--- src/rtl/ppb_pkg.sv ---
// Shared types for the ping-pong burst frame controller.
package ppb_pkg;
    // Frame sequencer phases.
    typedef enum logic [1:0] {
        ST_IDLE  = 2'd0,
        ST_BURST = 2'd1,
        ST_WAIT  = 2'd2
    } ppb_state_e;

    // Signaling bits carried per burst in each direction.
    localparam int SIG_BITS = 2;
endpackage

--- src/rtl/ppb_bit_timer.sv ---
// Bit timer: divides the clock into burst bit periods and counts the bits.
// Assumes BIT_DIV >= 2. start clears it; run lets it count.
module ppb_bit_timer #(
    parameter int BIT_DIV = 8,
    parameter int NBITS   = 10
) (
    input  logic clk,
    input  logic rst_n,
    input  logic start,
    input  logic run,
    output logic tick,
    output logic last
);
    localparam int DIV_W = $clog2(BIT_DIV);
    localparam int CNT_W = $clog2(NBITS + 1);

    logic [DIV_W-1:0] div_q;
    logic [CNT_W-1:0] bit_q;

    assign tick = run && (div_q == DIV_W'(BIT_DIV - 1));
    assign last = tick && (bit_q == CNT_W'(NBITS - 1));

    // Advance the cycle counter and, at each period end, the bit counter.
    always_ff @(posedge clk) begin
        if (!rst_n || start) begin
            div_q <= '0;
            bit_q <= '0;
        end else if (run) begin
            if (tick) begin
                div_q <= '0;
                bit_q <= last ? '0 : bit_q + 1'b1;
            end else begin
                div_q <= div_q + 1'b1;
            end
        end
    end

    AST_BIT_RANGE: assert property (@(posedge clk) disable iff (!rst_n)
        bit_q < CNT_W'(NBITS));
endmodule

--- src/rtl/ppb_burst_tx.sv ---
// Burst serializer: loads one frame word and shifts it out MSB first.
// Assumes load and shift are never high together.
module ppb_burst_tx #(
    parameter int WORD_W = 10
) (
    input  logic              clk,
    input  logic              rst_n,
    input  logic              load,
    input  logic [WORD_W-1:0] load_word,
    input  logic              shift,
    output logic              ser_bit
);
    logic [WORD_W-1:0] sreg_q;

    assign ser_bit = sreg_q[WORD_W-1];

    // Load at frame start and shift left once per bit period.
    always_ff @(posedge clk) begin
        if (!rst_n) begin
            sreg_q <= '0;
        end else if (load) begin
            sreg_q <= load_word;
        end else if (shift) begin
            sreg_q <= {sreg_q[WORD_W-2:0], 1'b0};
        end
    end
endmodule

--- src/rtl/ppb_burst_rx.sv ---
// Burst deserializer: collects strobed bits MSB first. done flags the last bit.
// word is valid in the cycle done is high and includes the bit on bit_in.
module ppb_burst_rx #(
    parameter int WORD_W = 10
) (
    input  logic              clk,
    input  logic              rst_n,
    input  logic              clear,
    input  logic              stb,
    input  logic              bit_in,
    output logic              done,
    output logic [WORD_W-1:0] word
);
    localparam int CNT_W = $clog2(WORD_W + 1);

    logic [WORD_W-2:0] sreg_q;
    logic [CNT_W-1:0]  cnt_q;

    assign done = stb && (cnt_q == CNT_W'(WORD_W - 1));
    assign word = {sreg_q, bit_in};

    // Shift in each strobed bit and count toward a full word.
    always_ff @(posedge clk) begin
        if (!rst_n || clear) begin
            sreg_q <= '0;
            cnt_q  <= '0;
        end else if (stb) begin
            sreg_q <= {sreg_q[WORD_W-3:0], bit_in};
            cnt_q  <= done ? '0 : cnt_q + 1'b1;
        end
    end

    AST_RX_COUNT: assert property (@(posedge clk) disable iff (!rst_n)
        cnt_q < CNT_W'(WORD_W));
endmodule

--- src/rtl/ppb_frame_ctrl.sv ---
// Master-side ping-pong frame controller. Each frame sync sends one burst
// (voice byte MSB first, sig1, sig2). It then waits for the far-end reply,
// which arrives as strobed bits. Assumes frame_sync is a one-cycle pulse
// and the modem model gives at most one strobe per cycle.
module ppb_frame_ctrl
    import ppb_pkg::*;
#(
    parameter int VOICE_W = 8,
    parameter int BIT_DIV = 8
) (
    input  logic               clk,
    input  logic               rst_n,
    input  logic               frame_sync,
    input  logic [VOICE_W-1:0] tx_pcm,
    input  logic               tx_sig1,
    input  logic               tx_sig2,
    input  logic               lsb_data_en,
    input  logic               loopback_en,
    output logic               line_tx,
    output logic               line_tx_en,
    input  logic               line_rx,
    input  logic               line_rx_stb,
    output logic [VOICE_W-1:0] rx_pcm,
    output logic               rx_sig1,
    output logic               rx_sig2,
    output logic               rx_valid,
    output logic               frame_missed
);
    localparam int WORD_W = VOICE_W + SIG_BITS;

    ppb_state_e        state_q;
    logic              start;
    logic              bit_tick;
    logic              bit_last;
    logic              ser_bit;
    logic [WORD_W-1:0] tx_word;
    logic              rx_stb_int;
    logic              rx_bit_int;
    logic              rx_done;
    logic [WORD_W-1:0] rx_word;

    // A frame sync starts a burst unless one is already going out.
    assign start   = frame_sync && (state_q != ST_BURST);
    assign tx_word = {tx_pcm, (lsb_data_en ? tx_pcm[0] : tx_sig1), tx_sig2};

    // Receiver input: own burst in loopback, else line strobes while waiting.
    assign rx_stb_int = loopback_en ? bit_tick : ((state_q == ST_WAIT) && line_rx_stb);
    assign rx_bit_int = loopback_en ? ser_bit  : line_rx;

    assign line_tx_en = (state_q == ST_BURST) && !loopback_en;
    assign line_tx    = ser_bit && line_tx_en;

    ppb_bit_timer #(.BIT_DIV(BIT_DIV), .NBITS(WORD_W)) timer_i (
        .clk   (clk),
        .rst_n (rst_n),
        .start (start),
        .run   (state_q == ST_BURST),
        .tick  (bit_tick),
        .last  (bit_last)
    );

    ppb_burst_tx #(.WORD_W(WORD_W)) ser_i (
        .clk       (clk),
        .rst_n     (rst_n),
        .load      (start),
        .load_word (tx_word),
        .shift     (bit_tick),
        .ser_bit   (ser_bit)
    );

    ppb_burst_rx #(.WORD_W(WORD_W)) des_i (
        .clk    (clk),
        .rst_n  (rst_n),
        .clear  (start),
        .stb    (rx_stb_int),
        .bit_in (rx_bit_int),
        .done   (rx_done),
        .word   (rx_word)
    );

    // Frame sequencer: idle -> burst -> wait for reply (or idle in loopback).
    always_ff @(posedge clk) begin
        if (!rst_n) begin
            state_q <= ST_IDLE;
        end else begin
            case (state_q)
                ST_IDLE:  if (start) state_q <= ST_BURST;
                ST_BURST: if (bit_last) state_q <= loopback_en ? ST_IDLE : ST_WAIT;
                ST_WAIT:  if (start) state_q <= ST_BURST;
                              else if (rx_done) state_q <= ST_IDLE;
                default:  state_q <= ST_IDLE;
            endcase
        end
    end

    // Receive outputs and the missed-frame flag.
    always_ff @(posedge clk) begin
        if (!rst_n) begin
            rx_pcm       <= '0;
            rx_sig1      <= 1'b0;
            rx_sig2      <= 1'b0;
            rx_valid     <= 1'b0;
            frame_missed <= 1'b0;
        end else begin
            rx_valid <= 1'b0;
            if (start && (state_q == ST_WAIT)) begin
                frame_missed <= 1'b1;
            end else if (rx_done) begin
                rx_pcm       <= lsb_data_en ? {rx_word[WORD_W-1:3], rx_word[1]}
                                            : rx_word[WORD_W-1:2];
                rx_sig1      <= rx_word[1];
                rx_sig2      <= rx_word[0];
                rx_valid     <= 1'b1;
                frame_missed <= 1'b0;
            end
        end
    end

    AST_HALF_DUPLEX: assert property (@(posedge clk) disable iff (!rst_n)
        line_tx_en |-> !rx_stb_int);
    AST_BIT_HOLD: assert property (@(posedge clk) disable iff (!rst_n)
        (state_q == ST_BURST && !bit_tick) |=> $stable(ser_bit));
    AST_VALID_PULSE: assert property (@(posedge clk) disable iff (!rst_n)
        rx_valid |=> !rx_valid);
    AST_MISS_HOLD: assert property (@(posedge clk) disable iff (!rst_n)
        $rose(frame_missed) |-> ($stable(rx_pcm) && $stable(rx_sig1) && $stable(rx_sig2)));
    AST_BURST_NO_RESTART: assert property (@(posedge clk) disable iff (!rst_n)
        (state_q == ST_BURST && !bit_last) |=> state_q == ST_BURST);
endmodule

--- config.mk ---
export PLATFORM = sky130hd
export DESIGN_NAME = ppb_frame_ctrl
export DESIGN_NICKNAME = d
export VERILOG_FILES = /design/src/rtl/ppb_pkg.sv /design/src/rtl/ppb_bit_timer.sv /design/src/rtl/ppb_burst_tx.sv /design/src/rtl/ppb_burst_rx.sv /design/src/rtl/ppb_frame_ctrl.sv
export SDC_FILE = /design/constraint.sdc
export NUM_CORES = 1
export LEC_CHECK = 0
export ABC_AREA = 1
export BUFFER_PORTS_ARGS = -buffer_cell sky130_fd_sc_hd__buf_2
export CELL_PAD_IN_SITES_DETAIL_PLACEMENT = 0
export CELL_PAD_IN_SITES_GLOBAL_PLACEMENT = 1
export CORE_ASPECT_RATIO = 1.2
export CORE_MARGIN = 2
export CORE_UTILIZATION = 36
export DETAILED_ROUTE_END_ITERATION = 7
export GPL_ROUTABILITY_DRIVEN = 0
export GPL_TIMING_DRIVEN = 0
export PLACE_DENSITY = 0.81
export SKIP_CTS_REPAIR_TIMING = 1
export SLEW_MARGIN = 20
export SYNTH_ARGS = -nofsm -noshare
export SYNTH_HDL_FRONTEND = slang
export SYNTH_SLANG_ARGS = --single-unit
--- constraint.sdc ---
create_clock -name clk -period 1.45 [get_ports clk]
set_input_delay 0.0725 -clock clk [delete_from_list [all_inputs] [get_ports clk]]
set_output_delay 0.0725 -clock clk [all_outputs]
set_load 0.02 [all_outputs]
# [Word level (Yosys, flattened, before mapping)]
# Index checks and enable logic that the tools add are counted.
[totals] reg_bits=44 inputBits=17 out_inout_bits=14 wordCells=61
[classes] addsub=3 n_eq_ne=9 muxes=18 bitwise=2 reduce_logical=18
[op_table] op="$mux 10" count=2
[op_table] op="$mux 2" count=5
[op_table] op="$add 4x1->4 const B" count=2
[op_table] op="$eq 4x4->1 const B" count=2
[op_table] op="$logic_and 1x1->1" count=8
[op_table] op="$mux 4" count=2
[op_table] op="$mux 1" count=7
[op_table] op="$pmux 2 s3" count=1
[op_table] op="$ne 2x2->1 const B" count=2
[op_table] op="$reduce_and 2->1" count=2
[op_table] op="$reduce_bool 2->1" count=2
[op_table] op="$add 3x1->3 const B" count=1
[op_table] op="$eq 3x3->1 const B" count=1
[op_table] op="$mux 3" count=1
[op_table] op="$ne 3x2->1 const B" count=1
[op_table] op="$reduce_and 3->1" count=1
[op_table] op="$eq 2x1->1 const B" count=1
[op_table] op="$eq 2x2->1 const B" count=1
[op_table] op="$logic_not 1->1" count=2
[op_table] op="$logic_not 2->1" count=1
[op_table] op="$ne 2x1->1 const B" count=1
[op_table] op="$not 1->1" count=2
[op_table] op="$reduce_or 2->1" count=1
[op_table] op="$logic_or 1x1->1" count=1

# [Depth between registers and ports, before layout]
# Gate-level depths: netlist of the first run.
[depth] word_depth=7 mapped_depth=9 mapped_depth_nobuf=9

# [By module]
# Synthesis of the first run repeated with hierarchy kept, for this count alone.
[unflattened] cells_unflattened=294 area_unflattened_um2=2122.0
[modules_own_cells] module="ppb_frame_ctrl" n_inst=1 cells_per_inst=91 area_each_um2=665.6
[modules_own_cells] module="ppb_burst_rx" n_inst=1 cells_per_inst=74 area_each_um2=580.6
[modules_own_cells] module="ppb_burst_tx" n_inst=1 cells_per_inst=75 area_each_um2=495.5
[modules_own_cells] module="ppb_bit_timer" n_inst=1 cells_per_inst=54 area_each_um2=380.4

# [Worst setup path before layout of the first run]
# No wires, ideal clock.
[synth_path] path_type="flip-flop to flip-flop" startpoint="register timer_i.div_q[0]" endpoint="register frame_missed" setup_time_ps=116 arrival_time_ps=1364 required_time_ps=1334 setup_slack_ps=-30 path_stages_with_launch=9 synth_period_minus_slack_ps=1480 path_cell_list="dfxtp_1 -> ha_1 -> ha_1 -> nand4_1 -> nand2_1 -> nand3b_2 -> buf_2 -> o211ai_1 -> inv_1"
[synth_via] elab_chain_cells=5
[synth_lines] element="from (decl)" line="ppb_bit_timer.sv:17" rtl="logic [DIV_W-1:0] div_q;"
[synth_lines] element="from (signal assigned)" line="ppb_bit_timer.sv:33" rtl="div_q <= div_q + 1'b1;"
[synth_lines] element="$eq 3x3->1" line="ppb_bit_timer.sv:20" rtl="assign tick = run && (div_q == DIV_W'(BIT_DIV - 1));"
[synth_lines] element="$logic_and 1x1->1" line="ppb_bit_timer.sv:20"
[synth_lines] element="$mux 1" line="ppb_frame_ctrl.sv:47" rtl="assign rx_stb_int = loopback_en ? bit_tick : ((state_q == ST_WAIT) && line_rx_stb);"
[synth_lines] element="$logic_and 1x1->1" line="ppb_burst_rx.sv:19" rtl="assign done = stb && (cnt_q == CNT_W'(WORD_W - 1));"
[synth_lines] element="$reduce_bool 2->1 (no line)"
[synth_lines] element="to (signal assigned)" line="ppb_frame_ctrl.sv:103" rtl="frame_missed <= 1'b0;"
[synth_lines] element="to (signal assigned)" line="ppb_frame_ctrl.sv:107" rtl="frame_missed <= 1'b1;"
[synth_lines] element="to (signal assigned)" line="ppb_frame_ctrl.sv:114" rtl="frame_missed <= 1'b0;"
[synth_lines] element="to (decl)" line="ppb_frame_ctrl.sv:27" rtl="output logic frame_missed"
# No other way between the ends.
# A chain may end at the register's enable or synchronous reset.

# [Worst setup path in the final report of the first run]
[layout_path] startpoint="register timer_i.div_q[0]" endpoint="register des_i.cnt_q[3]"
[layout_via] elab_chain_cells=5
[layout_lines] element="$eq 3x3->1 *" line="ppb_bit_timer.sv:20"
[layout_lines] element="$logic_and 1x1->1 *" line="ppb_bit_timer.sv:20"
[layout_lines] element="$mux 1 *" line="ppb_frame_ctrl.sv:47"
[layout_lines] element="$logic_and 1x1->1" line="ppb_burst_rx.sv:19"
[layout_lines] element="$mux 4" line="ppb_burst_rx.sv:29" rtl="cnt_q <= done ? '0 : cnt_q + 1'b1;"
[layout_lines] element="to (signal assigned)" line="ppb_burst_rx.sv:29"
[layout_lines] element="to (decl)" line="ppb_burst_rx.sv:17" rtl="logic [CNT_W-1:0] cnt_q;"
# Mark *: on every way between the ends. The rest lies on a longest branch, timed or not.

==> results by group, run 1 <==
Clock network
  – CTS Sinks: 44
  – Clock tree buffer depth: 2
  – Root Buffer: clkbuf_8
  – Inserted Clock Buffers: 5
  – H-tree depth: 2
  – CTS clk-pin slew, worst paths: roughly 0.08 ns
  – CTS tree: yes
  – Clock Latency Late Sink: 0.30 ns

Worst hold path
  – Worst Hold Launch: tx_pcm[6]
  – WHS Path Cells: 3
  – Hold Path End: ser_i.sreg_q[8]$_SDFFE_PN0P_
  – Hold Crit Class: in2reg

Place
  – Port bufs: 29
  – Area after DPL: 0.00215 mm2
  – Dpl hpwl: 2.92 mm

Flow run
  – MaxCap Viol Count: 0

Power and ir drop
  – Sequential power share: about half
  – Internal power: roughly 1900 uW
  – Pwr/cell area: around 1100 mW/mm2
  – Total net switching power: about 640 uW
  – Sw Ratio: 25.6%
  – Max IR drop VDD: 0.444 mV
  – P_leak: 0.00108 uW
  – Clock power frac: 37.8%
  – Logic pwr share: 11.2%

Global routing
  – Global-route wire length before repair: roughly 6.7 mm
  – Pin count of the biggest net entering global routing: 16
  – Vias in the first global route: ~1,500
  – Gr ovfl total: 0
  – Initial antenna violation count: 0
  – Overall Global Routing Usage: 14.2%

Final layout
  – Core Util, Final: 45.4%
  – Post-route cell area: roughly 0.0024 mm2
  – Area growth syn-to-layout: 23.1%
  – Ant diodes: 0
  – Fraction of layout instances using a drive strength above 1: 26.9%
  – Final nets: 308

Route
  – Remaining antenna violation count: 0
  – Final wirelength: ~4.1 mm
  – Via count: between 1,500 and 2,000
  – WL per Instance: ~12 um
  – Pre-Repair DR Iteration Count: 4
  – DRC Markers: 0
  – DR iter-0 viols: 59
  – Via-per-instance ratio: 4.85

Timing
  – Minimum clock period: around 1.5 ns
  – RSZ-0062 raised after global routing: true
  – Slew @ Worst Pin: 0.466 ns
  – Max-slew violations: 0
  – Slew margin rel.: slightly below 70%
  – Post-route clock skew: ~0.0059 ns
  – Fmax: about 680 MHz
  – Tcrit/Tclk final: 101%
  – Hold Fails Final Rpt: 0
  – Endpoints failing setup: 2
  – Final WS setup: -0.0120 ns

Yosys
  – Gate Count Post-Synth: roughly 250
  – Syn nets: 268
  – Ys flop type: dfxtp_1
  – Cell Area, Synth: roughly 0.0019 mm2
  – Post-synth EDFFs: 0
  – Yosys reg bits: 44
  – Synth Area per Inst: 7.86 um2
  – Post-synthesis sequential area ratio: a little under half
  – Yosys Warn Count: 0
  – Yosys cell types: 32
  – Async set-or-reset flop fraction in the synthesized netlist: 0%

Status
  – Failing checks: negative setup slack
  – Status: finished, violations left

Worst setup path
  – Crit-path max FO: 8
  – Reg-to-reg endpoint: des_i.cnt_q[3]$_SDFFE_PP0P_
  – CP endpoint kind: flip-flop
  – Flop2flop setup slack: -0.01 ns
  – Reg2reg start: timer_i.div_q[0]$_SDFFE_PP0N_
  – CP Launch Type: flip-flop
  – Critical Path RT: 1.67 ns
  – Worst R2R Path Depth: 9
  – Crit path DAT: 1.68 ns
  – Critical path class: reg2reg

Floorplan
  – Die Y: 84.1 um
  – Die area: about 0.006 mm2
  – Starting Density: around 37%
  – Number of core rows: 29
  – Die width: ~70 um
  – IO Count: 31
  – Total core area: between 0.005 and 0.006 mm2
[worst max-delay path by stage]
stage          slack [ns]                          end                           from  cells after the start
2_1_floorplan       0.002    frame_missed$_SDFFE_PN0P_  timer_i.div_q[0]$_SDFFE_PP0N_                      8
3_3_place_gp        -0.17         rx_sig2$_SDFFE_PN0P_  timer_i.div_q[0]$_SDFFE_PP0N_                      8
3_5_place_dp        -0.16    frame_missed$_SDFFE_PN0P_  timer_i.div_q[0]$_SDFFE_PP0N_                      8
4_1_cts             -0.20         rx_sig2$_SDFFE_PN0P_  timer_i.div_q[0]$_SDFFE_PP0N_                      8
5_1_grt             -0.14      state_q[0]$_SDFFE_PN0P_  timer_i.div_q[0]$_SDFFE_PP0N_                      9
6_report            -0.01  des_i.cnt_q[3]$_SDFFE_PP0P_  timer_i.div_q[0]$_SDFFE_PP0N_                      9
[cell type report]
cell class / count / area [um2]
flip-flops and latches: 44 / 888
well taps: 62 / 77.6
plain buffers: 8 / 65.1
clock inverters: 3 / 47.5
fillers: 546 / 2850
inverters: 27 / 109
repair buffers: 32 / 168
multi-input cells: 167 / 947
clock buffers: 5 / 68.8
[worst max-delay path, cell delays in order, from the launching register on]
cell and delay [ns]:
dfxtp_4 0.36, ha_4 0.16, ha_4 0.17, nand4_1 0.09
nand2_2 0.09, buf_6 0.14, buf_4 0.14, nand2_1 0.05
nor2_1 0.03, nor3_1 0.15
[placed cells by master (no fill, tap or decap), drive strengths merged, types with 6 or more instances in the layout]
master and n:
clkbuf 7, nor2 26, dfxtp 44, a21oi 20
ha 6, inv 26, o21ai 18, nand3 19
buf 38, nand2 53
[flip-flops by register name (all words and copies together), names as in the netlist, 2 cells and up]
name	flops
rx_pcm	8
timer_i.div_q	3
state_q	2
des_i.sreg_q	9
des_i.cnt_q	4
ser_i.sreg_q	10
timer_i.bit_q	4
[Yosys cell counts, types with 2 or more instances]
cell | instances | share of area (%)
a211oi_1 | 4 | 1.6
a21oi_1 | 19 | 4.9
a31oi_1 | 3 | 0.97
buf_2 | 2 | 0.52
buf_6 | 3 | 1.8
clkbuf_1 | 2 | 0.39
dfxtp_1 | 44 | 46
ha_1 | 6 | 3.9
inv_1 | 22 | 4.3
inv_2 | 3 | 0.58
nand2_1 | 48 | 9.4
nand2_2 | 2 | 0.65
nand2_4 | 3 | 1.8
nand3_1 | 19 | 4.9
nor2_1 | 23 | 4.5
nor2_4 | 2 | 1.2
nor3_1 | 4 | 1.0
o21ai_0 | 18 | 4.7
o22ai_1 | 5 | 1.6
[kinds of logic (layout without fill, tap and decap cells)]
family | Yosys count | in the layout | share of synthesized area (%)
and+or+nand+nor | 106 | 107 | 25.5
xor gates and xnor gates | 1 | 1 | 0.455
AOI/OAI and AO/OA | 53 | 53 | 15.7
DFF | 44 | 44 | 45.7
buffers and inverters | 35 | 75 | 8.71
adders and majority gates | 6 | 6 | 3.90
[power by group through the flow]
stage	Combinational (uW)	Sequential, uW	Clock, uW
floorplan	194	1300	0
global placement	266	1310	0
detailed placement	269	1310	0
CTS	270	1280	987
global route	325	1290	1030
finish	282	1280	951
[layer usage]
| layer | vias to the layer above | wire, um | track usage, % | share of wire, % |
|---|---|---|---|---|
| li1 | 898 | - | - | - |
| met1 | 766 | 1850 | 16.3 | 45 |
| met2 | 21 | 2100 | 25.2 | 51 |
| met3 | 2 | 118 | 3.99 | 2.9 |
| met4 | 0 | 22 | 4.12 | 0.54 |
| met5 | - | 0 | 0 | 0 |
[metrics by stage]
stage                     hold WS (ns)  total power (uW)  setup WS, ns  setup TNS [ns]  instances
final                           0.0378              2520       -0.0120         -0.0218        348
after global routing            0.0369              2640        -0.143           -2.16        348
after CTS                       0.0272              2540        -0.197           -3.45        344
after detailed placement         0.352              1580        -0.159           -2.61        336
after global placement           0.351              1570        -0.166           -2.23        336
after floorplan                  0.220              1500       0.00219               0        245
Power figures use the tool's default switching activity.
==> run 2, diff against run 1 <==
CORE_MARGIN = not set   (was 2)
==> results by group, run 2 (synthesis results as in run 1) <==
Status
  – Status: finished, violations left
  – Failing checks: negative setup slack

Clock network
  – Clock Latency Late Sink: 0.30 ns
  – CTS Sinks: between 40 and 50
  – Inserted Clock Buffers: 5
  – Root Buffer: clkbuf_8
  – CTS clk-pin slew, worst paths: ~0.080 ns
  – Clock tree buffer depth: 2
  – H-tree depth: 2
  – CTS tree: yes

Timing
  – Max-slew violations: 0
  – Post-route clock skew: just under 0.004 ns
  – RSZ-0062 raised after global routing: true
  – Tcrit/Tclk final: 101%
  – Final WS setup: -0.0189 ns
  – Hold Fails Final Rpt: 0
  – Hold Slack: approximately 0.018 ns
  – Setup TNS: -0.0466 ns
  – Minimum clock period: between 1 and 1.5 ns
  – Slew @ Worst Pin: about 0.47 ns
  – Slew margin rel.: 68.4%
  – Endpoints failing setup: 5
  – Fmax: slightly below 700 MHz

Worst setup path
  – CP peak stage delay: ~0.36 ns
  – Critical Path RT: 1.68 ns
  – Flop2flop setup slack: -0.02 ns
  – Largest delay contributor family on the critical path: simple AND/OR/NAND/NOR gates
  – CP endpoint kind: flip-flop
  – CP Launch Type: flip-flop
  – Crit path DAT: between 1.5 and 2 ns
  – Worst setup path start: timer_i.div_q[0]$_SDFFE_PP0N_
  – Reg2reg start: timer_i.div_q[0]$_SDFFE_PP0N_
  – CP max-delay cell: dfxtp_4
  – Buffers & Inverters on Critical Path: 2
  – Crit-path max FO: 8
  – Worst path cell trace: ha_4 > ha_4 > nand4_1 > nand2_2 > buf_6 > buf_6 > nand2_1 > nor2_2 > nor3_2
  – Critical path class: reg2reg

Power and ir drop
  – Internal power: between 1500 and 2000 uW
  – Sw Ratio: around 25%
  – Logic pwr share: a little over a tenth
  – Max IR drop VDD: about 0.45 mV
  – Clock power frac: around 39%
  – Total net switching power: between 600 and 700 uW
  – P_leak: 0.00108 uW
  – Pwr/cell area: about 1100 mW/mm2
  – Sequential power share: between 50% and 60%

Place
  – Dpl hpwl: 2.94 mm
  – Area after DPL: roughly 0.0022 mm2
  – Port bufs: 29

Route
  – Highest metal used: met4
  – Via count: 1,702
  – Pre-Repair DR Iteration Count: 4
  – Final wirelength: 4.24 mm
  – DRC Markers: 0
  – WL met2: roughly 2 mm
  – WL per Instance: between 10 and 15 um
  – M1 WL: approximately 2 mm
  – DR iter-0 viols: 79
  – Via-per-instance ratio: roughly 4.9
  – Routed wl met3: between 100 and 150 um
  – Remaining antenna violation count: 0

Floorplan
  – Die Y: between 80 and 90 um
  – Total core area: approximately 0.005 mm2
  – Starting Density: a little under two fifths
  – Die width: 68.8 um
  – Die area: approximately 0.0056 mm2
  – Number of core rows: 28
  – IO Count: 31

Global routing
  – Global-route wire length before repair: approximately 7.0 mm
  – Gr ovfl total: 0
  – Initial antenna violation count: 0
  – Pin count of the biggest net entering global routing: 15
  – Overall Global Routing Usage: between 15 and 20%
  – Vias in the first global route: 1,572

Final layout
  – Area growth syn-to-layout: 24.8%
  – Ant diodes: 0
  – Final nets: between 300 and 400
  – Max FFs per register: 10
  – Largest Register: ser_i.sreg_q
  – Largest registers: ser_i.sreg_q: 10 flops, des_i.sreg_q: 9 flops, rx_pcm: 8 flops
  – Fraction of layout instances using a drive strength above 1: between 20% and 30%
  – Most common cell after layout, fill and taps aside: nand2_1
  – Post-route cell area: roughly 0.0024 mm2
  – Most frequent cells in the layout: nand2_1, dfxtp_1, buf_2, inv_1, nor2_1

Flow run
  – MaxCap Viol Count: 0

Worst hold path
  – Worst Hold Launch: tx_sig2
  – Hold Crit Class: in2reg
run 2: routing by layer:
metal  GRT usage (%)  vias to the layer above
met5               0                        -
met3            4.95                        7
met4            6.12                        0
met2            29.8                       30
li1                -                      889
met1            19.6                      776
run 2: worst paths after layout:
path                             endpoint  cells past startpoint
min reg2reg        rx_pcm[6]$_SDFFE_PN0P_                      2
min          ser_i.sreg_q[0]$_SDFFE_PN0P_                      3
max reg2reg   des_i.cnt_q[3]$_SDFFE_PP0P_                      9
max           des_i.cnt_q[3]$_SDFFE_PP0P_                      9
run 2: metrics by stage:
| stage | util (%) | power (uW) | setup WS [ns] | std cells |
|---|---|---|---|---|
| finish | 47.6 | 2570 | -0.0189 | 345 |
| CTS | 45.0 | 2580 | -0.204 | 342 |
| floorplan | - | 1500 | 0.00219 | 245 |
| global placement | 42.6 | 1570 | -0.168 | 334 |
| global route | 47.6 | 2700 | -0.136 | 345 |
| detailed placement | 42.6 | 1580 | -0.179 | 334 |
run 2: worst register-to-register path: stages, from the launching register on:
cell and delay (ns):
dfxtp_4 0.36, ha_4 0.16, ha_4 0.17, nand4_1 0.08
nand2_2 0.09, buf_6 0.15, buf_6 0.12, nand2_1 0.06
nor2_2 0.04, nor3_2 0.16
run 2: power groups by stage:
stage                     clock network [uW]  logic, uW  registers, uW
final                                   1000        281           1280
after global routing                    1080        322           1290
after CTS                               1030        270           1280
after detailed placement                   0        269           1310
after global placement                     0        266           1310
after floorplan                            0        194           1300
run 2: area by class of cell:
cell class / instances / area, um2
Tap cell: 60 / 75.1
Sequential cell: 44 / 887
Buffer: 8 / 65.1
Inverter: 27 / 114
Fill cell: 543 / 2640
Clock inverter: 2 / 38.8
Multi-Input combinational cell: 167 / 977
Timing Repair Buffer: 31 / 164
Clock buffer: 6 / 82.6
